==> config.mk <==
export PLATFORM = sky130hd
export DESIGN_NAME = ser_word_align
export DESIGN_NICKNAME = d
export VERILOG_FILES = /design/src/rtl/swa_pkg.sv /design/src/rtl/swa_window.sv /design/src/rtl/swa_matcher.sv /design/src/rtl/swa_fsm.sv /design/src/rtl/swa_extract.sv /design/src/rtl/ser_word_align.sv
export SDC_FILE = /design/constraint.sdc
export NUM_CORES = 1
export LEC_CHECK = 0
export CAP_MARGIN = 25
export CORE_MARGIN = 10
export CORE_UTILIZATION = 60
export DETAILED_ROUTE_END_ITERATION = 7
export HOLD_SLACK_MARGIN = 0.06
export PLACE_DENSITY = 0.81
export SLEW_MARGIN = 20
export SYNTH_ARGS = -nofsm -noshare
export SYNTH_HDL_FRONTEND = slang
export SYNTH_HIERARCHICAL = 1
export SYNTH_SLANG_ARGS = --single-unit
==> constraint.sdc <==
create_clock -name clk -period 2.5 [get_ports clk]
set_input_delay 0.375 -clock clk [delete_from_list [all_inputs] [get_ports clk]]
set_output_delay 0.375 -clock clk [all_outputs]
set_load 0.01 [all_outputs]
==> src/rtl/swa_pkg.sv <==
`timescale 1ns/1ps
package swa_pkg;

    typedef enum logic [1:0] {
        ST_SEARCH  = 2'd0,
        ST_CONFIRM = 2'd1,
        ST_LOCKED  = 2'd2
    } swa_state_e;

endpackage

==> src/rtl/swa_window.sv <==
`timescale 1ns/1ps
// Sliding bit history plus the word-tick phase counter.
module swa_window #(
    parameter int WORD_W = 10
) (
    input  logic                  clk,
    input  logic                  rst_n,
    input  logic                  bit_in,
    output logic [2*WORD_W-2:0]   win_now,
    output logic                  tick
);
    localparam int SPAN = 2 * WORD_W - 1;
    localparam int PH_W = $clog2(WORD_W);
    localparam logic [PH_W-1:0] PH_LAST = PH_W'(WORD_W - 1);

    logic [SPAN-2:0] win_q;
    logic [PH_W-1:0] phase_q;

    // Newest bit sits at index 0.
    assign win_now = {win_q, bit_in};
    assign tick    = (phase_q == PH_LAST);

    always_ff @(posedge clk or negedge rst_n) begin
        if (!rst_n) begin
            win_q   <= '0;
            phase_q <= '0;
        end else begin
            win_q   <= win_now[SPAN-2:0];
            phase_q <= tick ? '0 : phase_q + 1'b1;
        end
    end
endmodule

==> src/rtl/swa_matcher.sv <==
`timescale 1ns/1ps
// Compares every candidate offset against the training word in parallel.
module swa_matcher #(
    parameter int WORD_W = 10,
    parameter int OFF_W  = $clog2(WORD_W)
) (
    input  logic [2*WORD_W-2:0] win_now,
    input  logic [WORD_W-1:0]   train_word,
    output logic [WORD_W-1:0]   hit_vec,
    output logic                first_hit,
    output logic [OFF_W-1:0]    first_off
);
    for (genvar k = 0; k < WORD_W; k++) begin : g_cand
        assign hit_vec[k] = (win_now[k +: WORD_W] == train_word);
    end

    // Lowest matching offset wins.
    always_comb begin
        first_off = '0;
        for (int k = WORD_W - 1; k >= 0; k--) begin
            if (hit_vec[k]) first_off = OFF_W'(k);
        end
        first_hit = |hit_vec;
    end
endmodule

==> src/rtl/swa_fsm.sv <==
`timescale 1ns/1ps
// Search / confirm / locked controller.
module swa_fsm
    import swa_pkg::*;
#(
    parameter int WORD_W    = 10,
    parameter int CONFIRM_N = 4,
    parameter int OFF_W     = $clog2(WORD_W)
) (
    input  logic              clk,
    input  logic              rst_n,
    input  logic              tick,
    input  logic              train_en,
    input  logic              realign,
    input  logic [WORD_W-1:0] hit_vec,
    input  logic              first_hit,
    input  logic [OFF_W-1:0]  first_off,
    output swa_state_e        st_q,
    output logic [OFF_W-1:0]  off_q,
    output logic              locked
);
    localparam int CNT_W = $clog2(CONFIRM_N + 1);
    localparam logic [CNT_W-1:0] CNT_LAST = CNT_W'(CONFIRM_N - 1);

    swa_state_e       st_d;
    logic [OFF_W-1:0] off_d;
    logic [CNT_W-1:0] cnt_q, cnt_d;
    logic             held_hit;

    always_comb begin
        held_hit = 1'b0;
        for (int k = 0; k < WORD_W; k++) begin
            if (off_q == OFF_W'(k)) held_hit = hit_vec[k];
        end
    end

    // Next-state logic.
    always_comb begin
        st_d  = st_q;
        off_d = off_q;
        cnt_d = cnt_q;
        if (realign) begin
            st_d  = ST_SEARCH;
            cnt_d = '0;
        end else if (tick) begin
            unique case (st_q)
                ST_SEARCH: begin
                    if (train_en && first_hit) begin
                        off_d = first_off;
                        cnt_d = CNT_W'(1);
                        st_d  = (CONFIRM_N == 1) ? ST_LOCKED : ST_CONFIRM;
                    end
                end
                ST_CONFIRM: begin
                    if (train_en && held_hit) begin
                        cnt_d = cnt_q + 1'b1;
                        if (cnt_q == CNT_LAST) st_d = ST_LOCKED;
                    end else begin
                        st_d  = ST_SEARCH;
                        cnt_d = '0;
                    end
                end
                ST_LOCKED: begin
                    st_d = ST_LOCKED;
                end
                default: begin
                    st_d  = ST_SEARCH;
                    cnt_d = '0;
                end
            endcase
        end
    end

    // State register.
    always_ff @(posedge clk or negedge rst_n) begin
        if (!rst_n) begin
            st_q  <= ST_SEARCH;
            off_q <= '0;
            cnt_q <= '0;
        end else begin
            st_q  <= st_d;
            off_q <= off_d;
            cnt_q <= cnt_d;
        end
    end

    // Outputs.
    always_comb begin
        locked = (st_q == ST_LOCKED);
    end
endmodule

==> src/rtl/swa_extract.sv <==
`timescale 1ns/1ps
// Selects the frozen offset and registers the framed word and strobe.
module swa_extract
    import swa_pkg::*;
#(
    parameter int WORD_W = 10,
    parameter int OFF_W  = $clog2(WORD_W)
) (
    input  logic                clk,
    input  logic                rst_n,
    input  logic                tick,
    input  logic                realign,
    input  swa_state_e          st_q,
    input  logic [OFF_W-1:0]    off_q,
    input  logic [2*WORD_W-2:0] win_now,
    output logic [WORD_W-1:0]   word_out,
    output logic                word_vld
);
    logic [WORD_W-1:0] sel;

    always_comb begin
        sel = '0;
        for (int k = 0; k < WORD_W; k++) begin
            if (off_q == OFF_W'(k)) sel = win_now[k +: WORD_W];
        end
    end

    always_ff @(posedge clk or negedge rst_n) begin
        if (!rst_n) begin
            word_out <= '0;
            word_vld <= 1'b0;
        end else if (realign) begin
            word_vld <= 1'b0;
        end else if (tick && st_q == ST_LOCKED) begin
            word_out <= sel;
            word_vld <= 1'b1;
        end else begin
            word_vld <= 1'b0;
        end
    end
endmodule

==> src/rtl/ser_word_align.sv <==
`timescale 1ns/1ps
module ser_word_align
    import swa_pkg::*;
#(
    parameter int WORD_W    = 10,
    parameter int CONFIRM_N = 4
) (
    input  logic              clk,
    input  logic              rst_n,
    input  logic              bit_in,
    input  logic              train_en,
    input  logic [WORD_W-1:0] train_word,
    input  logic              realign,
    output logic [WORD_W-1:0] word_out,
    output logic              word_vld,
    output logic              locked
);
    localparam int OFF_W = $clog2(WORD_W);
    localparam int SPAN  = 2 * WORD_W - 1;

    logic [SPAN-1:0]   win_now;
    logic              tick;
    logic [WORD_W-1:0] hit_vec;
    logic              first_hit;
    logic [OFF_W-1:0]  first_off;
    logic [OFF_W-1:0]  off_q;
    swa_state_e        st_q;

    swa_window #(.WORD_W(WORD_W)) u_window (
        .clk     (clk),
        .rst_n   (rst_n),
        .bit_in  (bit_in),
        .win_now (win_now),
        .tick    (tick)
    );

    swa_matcher #(.WORD_W(WORD_W), .OFF_W(OFF_W)) u_matcher (
        .win_now    (win_now),
        .train_word (train_word),
        .hit_vec    (hit_vec),
        .first_hit  (first_hit),
        .first_off  (first_off)
    );

    swa_fsm #(.WORD_W(WORD_W), .CONFIRM_N(CONFIRM_N), .OFF_W(OFF_W)) u_fsm (
        .clk       (clk),
        .rst_n     (rst_n),
        .tick      (tick),
        .train_en  (train_en),
        .realign   (realign),
        .hit_vec   (hit_vec),
        .first_hit (first_hit),
        .first_off (first_off),
        .st_q      (st_q),
        .off_q     (off_q),
        .locked    (locked)
    );

    swa_extract #(.WORD_W(WORD_W), .OFF_W(OFF_W)) u_extract (
        .clk      (clk),
        .rst_n    (rst_n),
        .tick     (tick),
        .realign  (realign),
        .st_q     (st_q),
        .off_q    (off_q),
        .win_now  (win_now),
        .word_out (word_out),
        .word_vld (word_vld)
    );
endmodule

==> results of run 1 <==
-- area by class of cell --
class	instances	area, µm²
multi-input combinational	354	2830
fill	411	1520
timing repair buffer	118	1110
sequential	42	1060
tap	80	100
clock buffer	5	68.8
inverter	14	52.6
clock inverter	3	18.8
-- layer usage --
layer | wire, µm | vias up | share of wire | track usage
met4 | 724 | 0 | 0.055 | 0.117
met3 | 1180 | 67 | 0.090 | 0.0429
li1 | - | 1813 | - | -
met2 | 6340 | 300 | 0.48 | 0.372
met5 | 0 | - | 0 | 0
met1 | 4940 | 1961 | 0.37 | 0.277
-- through the flow --
stage	power, mW	worst slack (ns)	cell area [µm²]	hold WS [ns]	setup TNS (ns)
4_1_cts	1.56	0.0147	4870	0.227	0
2_1_floorplan	0.998	0.219	4130	0.0794	0
3_5_place_dp	1.12	-0.417	4670	0.465	-3.15
3_3_place_gp	1.10	-0.288	4670	0.461	-2.29
5_1_grt	1.70	-0.178	5240	0.270	-1.15
6_report	1.64	-0.106	5240	0.194	-0.530
-- how the worst min path moves through the flow --
stage                                         to  slack (ns)                  startpoint
6_report           u_window/phase_q[3]$_DFF_PN0_        0.19                       rst_n
5_1_grt               u_fsm/cnt_q[0]$_DFFE_PN0P_        0.27                       rst_n
4_1_cts                u_fsm/st_q[0]$_DFFE_PN0P_        0.23                       rst_n
3_5_place_dp          u_fsm/cnt_q[2]$_DFFE_PN0P_        0.47  u_fsm/cnt_q[2]$_DFFE_PN0P_
3_3_place_gp          u_fsm/cnt_q[2]$_DFFE_PN0P_        0.46  u_fsm/cnt_q[2]$_DFFE_PN0P_
2_1_floorplan  u_extract/word_out[0]$_DFFE_PN0P_        0.08                       rst_n
-- power groups by stage --
stage,logic (mW),registers [mW],clock network [mW]
finish,0.463,0.738,0.441
global route,0.487,0.739,0.478
CTS,0.390,0.732,0.441
detailed placement,0.371,0.747,0
global placement,0.358,0.747,0
floorplan,0.270,0.728,0
-- registers in the layout, indices dropped and copies added (netlist names) --
register,flops
u_fsm/st_q,2
u_extract/word_out,10
u_extract/word_vld,1
u_window/phase_q,4
u_fsm/off_q,4
u_window/win_q,18
u_fsm/cnt_q,3
-- kinds of logic (layout without fill, tap and decap cells) --
group                    after synthesis  count (layout)  synth area share
AND/OR/NAND/NOR                      123             123             0.191
XOR/XNOR                             101             101             0.214
flip-flops                            42              42             0.254
multiplexers                          16              16            0.0403
adder cells (fa/ha/maj)                2               2           0.00606
buffers and inverters                 60             140            0.0981
AO/OA/AOI/OAI                        112             112             0.196
-- cells in the final DEF, fill, tap and decap left out, types with 5 or more instances in the layout --
| master | instances |
|---|---|
| xnor2_1 | 65 |
| a221oi_1 | 10 |
| clkdlybuf4s50_1 | 15 |
| nor2_1 | 26 |
| buf_6 | 10 |
| dfrtp_2 | 6 |
| buf_12 | 6 |
| inv_1 | 12 |
| clkbuf_8 | 5 |
| o22ai_1 | 10 |
| buf_4 | 73 |
| o221ai_1 | 7 |
| a31oi_1 | 5 |
| o21ai_0 | 19 |
| nand2_1 | 21 |
| mux2i_1 | 10 |
| nand4_1 | 20 |
| nor2b_1 | 5 |
| dfrtp_1 | 36 |
| xor2_1 | 29 |
| nor4_4 | 7 |
| dlymetal6s2s_1 | 10 |
| nand2b_1 | 9 |
| a21oi_1 | 20 |
| nor4_2 | 7 |
-- worst max-delay path: stages, from the launching register on --
cell     delay [ns]
dfrtp_2        0.52
xor2_1         0.21
nor4_1         0.40
nand4_1        0.29
and2_4         0.26
nand4_1        0.15
and3b_2        0.26
nand3_4        0.10
mux2_2         0.31
-- what timing repair did --
item / in CTS / in global routing
pin swaps: 9 / 27
resized for setup: 10 / 43
cloned: 0 / 1
setup buffers: 9 / 20
setup endpoints to repair: 7 / 9
==> metrics.cfg, run 1 <==
[clocking]
cts_max_level = 2
clkSinkCount = 42
clock_path_buffers = 2
clock_tree.root_cell = clkbuf_8
clock_insertion_delay_worst_skew_ns = 0.30
clkSlewWorstSetupHoldPaths_ns = 0.09
tritoncts = yes
numCtsBuffers = 5
post_cts_hold_buffer_count = 0

[layout]
instances_no_fill = 616
area_delta_synth_final_pct = 26.7
final_layout_size_suffix_gt1_frac = 0.280
nets = 552
layout.core_utilization = 0.775
antenna_cells = 0

[drt]
via_cell_ratio = 6.72
detail_route.wl_per_cell_um = 21.4
drc = 0
firstDrtPassIters = 5
antenna_left = 0
detailroute.via_count = 4141
first_iter_violations = 401
routed_wl_um = 13200

[sta]
worst_slack_ns = -0.106
fin_crit_sh = 1.04
slew_headroom = 0.393
final-hold-violation-count = 0
setup_viol = 9
finalWorstPathRequiredPeriod_ns = 2.61
max_slew.worst_pin.slew_ns = 0.910
worst_clock_skew_ns = 0.00911
timing_max_transition_violations_final = 0
clock.fmax_mhz = 384

[power]
cellLeakagePower_nw = 2.13
peakVddDrop_v = 0.000205
fraction_of_power_spent_switching_nets = 0.321
internal_power_mw = 1.11
power_per_cell_area_nw_per_um2 = 314
sequentialPowerShare = 0.449
combPwrFrac = 0.282
power_switching_mw = 0.528
power.clock.fraction = 0.269

[place]
globalplace.congestion = 0.954
io_buffers = 26
number_of_placed_cells_counting_well_taps = 578
place.detailed.hpwl_um = 8180

[yosys]
yosys_warnings = 6
postSynth.topFlopCell = dfrtp_1
synthesis.instances = 456
post_synth_most_frequent_cells = xnor2_1, dfrtp_1, xor2_1
synth_area_leaders = dfrtp_1, xnor2_1, xor2_1
netlist_area_um2 = 4130
synthesis.area_per_instance_um2 = 9.06
postSynthNetCount = 473
synth_top_cell_area_share = 0.254
unique_masters_post_synth = 70
ys_seq_area_frac = 0.254
yosys.cell_count.top_type = xnor2_1
largest_area_contributor_in_the_netlist = dfrtp_1
ys_async_sr_fraction = 1.00
yosys_register_bits = 42
number_of_enable_flip_flop_cells_after_synthesis = 0

[critical_path]
cp_data_required_time_ns = 2.69
critPathMaxFanout = 8
crit_arrival_ns = 2.80
timing_worst_setup_path_type = reg2reg
regToRegStartpoint = u_window/win_q[9]$_DFF_PN0_
r2r_end = u_fsm/off_q[0]$_DFFE_PN0P_
setup.worst_path.end = u_fsm/off_q[0]$_DFFE_PN0P_
setup.worst_path.start_class = flop
critPathCaptureType = flop
timing.critical_path.from = u_window/win_q[9]$_DFF_PN0_
timing.reg2reg.worst_path_depth = 8
ff2ff_setup_slack_ns = -0.11

[global_routing]
antenna_found_initial = 0
globalRoute.totalOverflow = 0
grt_usage = 0.227
grt_pass1_vias = 3914
grt_start_max_net_pins = 43
wire_length_of_the_first_global_routing_pass_um = 19400

[outcome]
run_status = finished with violations
violations = setup timing

[floorplan]
fp.coreArea_um2 = 6760
fp.dieW_um = 103
io_pins = 27
effective_utilization_at_floorplan = 0.611
fp.dieArea_um2 = 10600
std_cell_rows = 30
die_height_um = 103

[job]
cap_viol_max_count = 0

[min_path]
holdCritPathClass = in2async

(Power assumes the default switching activity.)
==> run 2, diff against run 1 <==
Settings changed: CELL_PAD_IN_SITES_DETAIL_PLACEMENT set to 1, CELL_PAD_IN_SITES_GLOBAL_PLACEMENT set to 1, CORE_UTILIZATION 60 to 54, DONT_BUFFER_PORTS set to 1, PLACE_DENSITY 0.81 to not set, PLACE_DENSITY_LB_ADDON set to 0.1.
Clock period 2.5 ns to 3.4 ns, I/O delays scaled along.
==> metrics.cfg, run 2 (synthesis gave the netlist of run 1 again) <==
[layout]
final_area_um2 = 4150  ; -21%
final_common_cell = xnor2_1
regs_by_ff_count = u_window/win_q x18, u_extract/word_out x10
largest_reg_flops = 18  ; unchanged
nets = 448  ; -19%
antenna_cells = 0  ; unchanged
area_delta_synth_final_pct = 0.394
registers.top_by_ff_count = u_window/win_q
final_layout_size_suffix_gt1_frac = 0.102  ; -0.178
layout_common_cells = xnor2_1, dfrtp_1, xor2_1
filler_cell_count = 853  ; +110%

[place]
globalplace.congestion = 0.828  ; -13%
pre_cts_slack_ns = 0.547  ; +0.964 ns
standard_cell_area_after_detailed_placement_um2 = 3990  ; -15%
io_buffers = 0  ; -100%
place.detailed.hpwl_um = 8940  ; +9.2%

[global_routing]
grt_usage = 0.226  ; -0.000844
globalRoute.totalOverflow = 0  ; unchanged
grt_start_max_net_pins = 43  ; unchanged
grt_pass1_vias = 3748  ; -4.2%
antenna_found_initial = 0  ; unchanged
wire_length_of_the_first_global_routing_pass_um = 21000  ; +8.2%

[critical_path]
setup.worst_path.start_class = flop
timing_worst_setup_path_type = reg2reg
critPathMaxFanout = 18  ; +10
critPathCaptureType = flop
timing.reg2reg.worst_path_depth = 8  ; unchanged
cp.buffers_inverters = 0  ; unchanged
critical_path.top_delay_family = simple AND/OR/NAND/NOR gates
critPathSlowestCell = dfrtp_1
most_common_cell_on_crit_path = nand4_1
worstPathCellList = xnor2_1, nand4_1, nor4_4, nor4_1, nand4_1, and3b_1, nand3_1, mux2_2
cp_num_cells = 8  ; unchanged
cp_data_required_time_ns = 3.59  ; +0.90 ns
crit_arrival_ns = 3.13  ; +0.33 ns
critical-path-max-stage-delay_ns = 0.88  ; +0.36 ns

[sta]
timing_max_transition_violations_final = 0  ; unchanged
fin_crit_sh = 0.865  ; -0.178
rsz_0062_raised_after_global_routing = false
clock.fmax_mhz = 340  ; -11%
max_slew.worst_pin.slew_ns = 0.846  ; -0.0644 ns
slew_headroom = 0.436  ; +0.0430
setup_viol = 0  ; -9
final-hold-violation-count = 0  ; unchanged
timing.hold.ws_ns = 0.235  ; +0.0402 ns
worst_slack_ns = 0.460  ; +0.566 ns
worst_clock_skew_ns = 0.0169  ; +0.00783 ns
finalWorstPathRequiredPeriod_ns = 2.94  ; +0.334 ns
setup_total_negative_slack_ns = 0  ; +0.530 ns

[drt]
firstDrtPassIters = 5  ; unchanged
first_iter_violations = 236  ; -41%
routed_wl_um = 12900  ; -2.0%
detail_route.wl_per_cell_um = 24.3  ; +14%
detailroute.via_count = 3563  ; -14%
antenna_left = 0  ; unchanged
drc = 0  ; unchanged
via_cell_ratio = 6.71  ; -0.18%

[clocking]
clkSlewWorstSetupHoldPaths_ns = 0.09  ; about the same
clkSinkCount = 42  ; unchanged
clock_path_buffers = 2  ; unchanged
postCtsSetupRepairBufs = 0  ; -9
cts_max_level = 2  ; unchanged
clock_insertion_delay_worst_skew_ns = 0.31  ; about the same
tritoncts = yes
numCtsBuffers = 5  ; unchanged
clock_tree.root_cell = clkbuf_8

[floorplan]
io_pins = 27  ; unchanged
fp.coreArea_um2 = 7330  ; +8.5%
fp.dieW_um = 107  ; +4.4%
std_cell_rows = 31  ; +3.3%
die_height_um = 107  ; +4.4%
effective_utilization_at_floorplan = 0.564  ; -0.0479
fp.dieArea_um2 = 11500  ; +8.9%

[outcome]
run_status = finished clean

[min_path]
hold-path-cell-count = 0
holdCritPathClass = in2reg

[job]
cap_viol_max_count = 0  ; unchanged

[power]
peakVddDrop_v = 0.000197  ; -3.8%
power_per_cell_area_nw_per_um2 = 281  ; -10%
cellLeakagePower_nw = 1.48  ; -31%

run 2: area by class of cell:
| type | count | area, µm² | share of cell area |
|---|---|---|---|
| clock buffer | 5 | 68.8 | 0.0166 |
| clock inverter | 3 | 48.8 | 0.0118 |
| inverter | 14 | 52.6 | 0.0127 |
| multi-input combinational | 354 | 2680 | 0.645 |
| sequential | 42 | 1050 | 0.253 |
| tap | 99 | 124 | 0.0299 |
| timing repair buffer | 14 | 128 | 0.0308 |
run 2: worst reg2reg max path, cell delays in order, from the launching register on:
cell	delay [ns]
dfrtp_1	0.88
xnor2_1	0.19
nand4_1	0.19
nor4_4	0.07
nor4_1	0.47
nand4_1	0.19
and3b_1	0.27
nand3_1	0.20
mux2_2	0.37
run 2: path summary, 6_finish.rpt:
check / from / endpoint / slack [ns]
max: u_window/win_q[8]$_DFF_PN0_ / u_fsm/off_q[1]$_DFFE_PN0P_ / 0.46
min: bit_in / u_window/win_q[0]$_DFF_PN0_ / 0.23
max reg2reg: u_window/win_q[8]$_DFF_PN0_ / u_fsm/off_q[1]$_DFFE_PN0P_ / 0.46
min reg2reg: u_window/win_q[0]$_DFF_PN0_ / u_window/win_q[1]$_DFF_PN0_ / 0.49
max in group asynchronous: rst_n / u_extract/word_out[3]$_DFFE_PN0P_ / 2.47
min in group asynchronous: rst_n / u_fsm/st_q[0]$_DFFE_PN0P_ / 0.72
run 2: per-layer routing:
layer | global-route usage | wire length, µm | vias up
met5 | 0 | 0 | -
li1 | - | - | 1601
met2 | 0.386 | 6530 | 107
met3 | 0.0341 | 590 | 23
met4 | 0.0782 | 310 | 0
met1 | 0.283 | 5490 | 1832
run 2: repair_timing:
action                    in CTS  in global routing
hold buffers                   2                  0
hold endpoints to repair      42                  0
resized for setup              0                  0
run 2: per-stage QoR:
| step | total power, mW | util | instances |
|---|---|---|---|
| after floorplan | 0.734 | - | 456 |
| after global placement | 0.719 | 0.545 | 521 |
| after detailed placement | 0.729 | 0.545 | 521 |
| after CTS | 1.17 | 0.566 | 531 |
| after global routing | 1.21 | 0.566 | 531 |
| final | 1.17 | 0.566 | 531 |
run 2: report_power, final:
part	switching, mW	total, mW	leakage [nW]	internal (mW)
combinational	0.0898	0.183	0.885	0.0930
sequential	0.0498	0.559	0.536	0.509
clock	0.201	0.425	0.0563	0.224
total	0.341	1.17	1.48	0.826
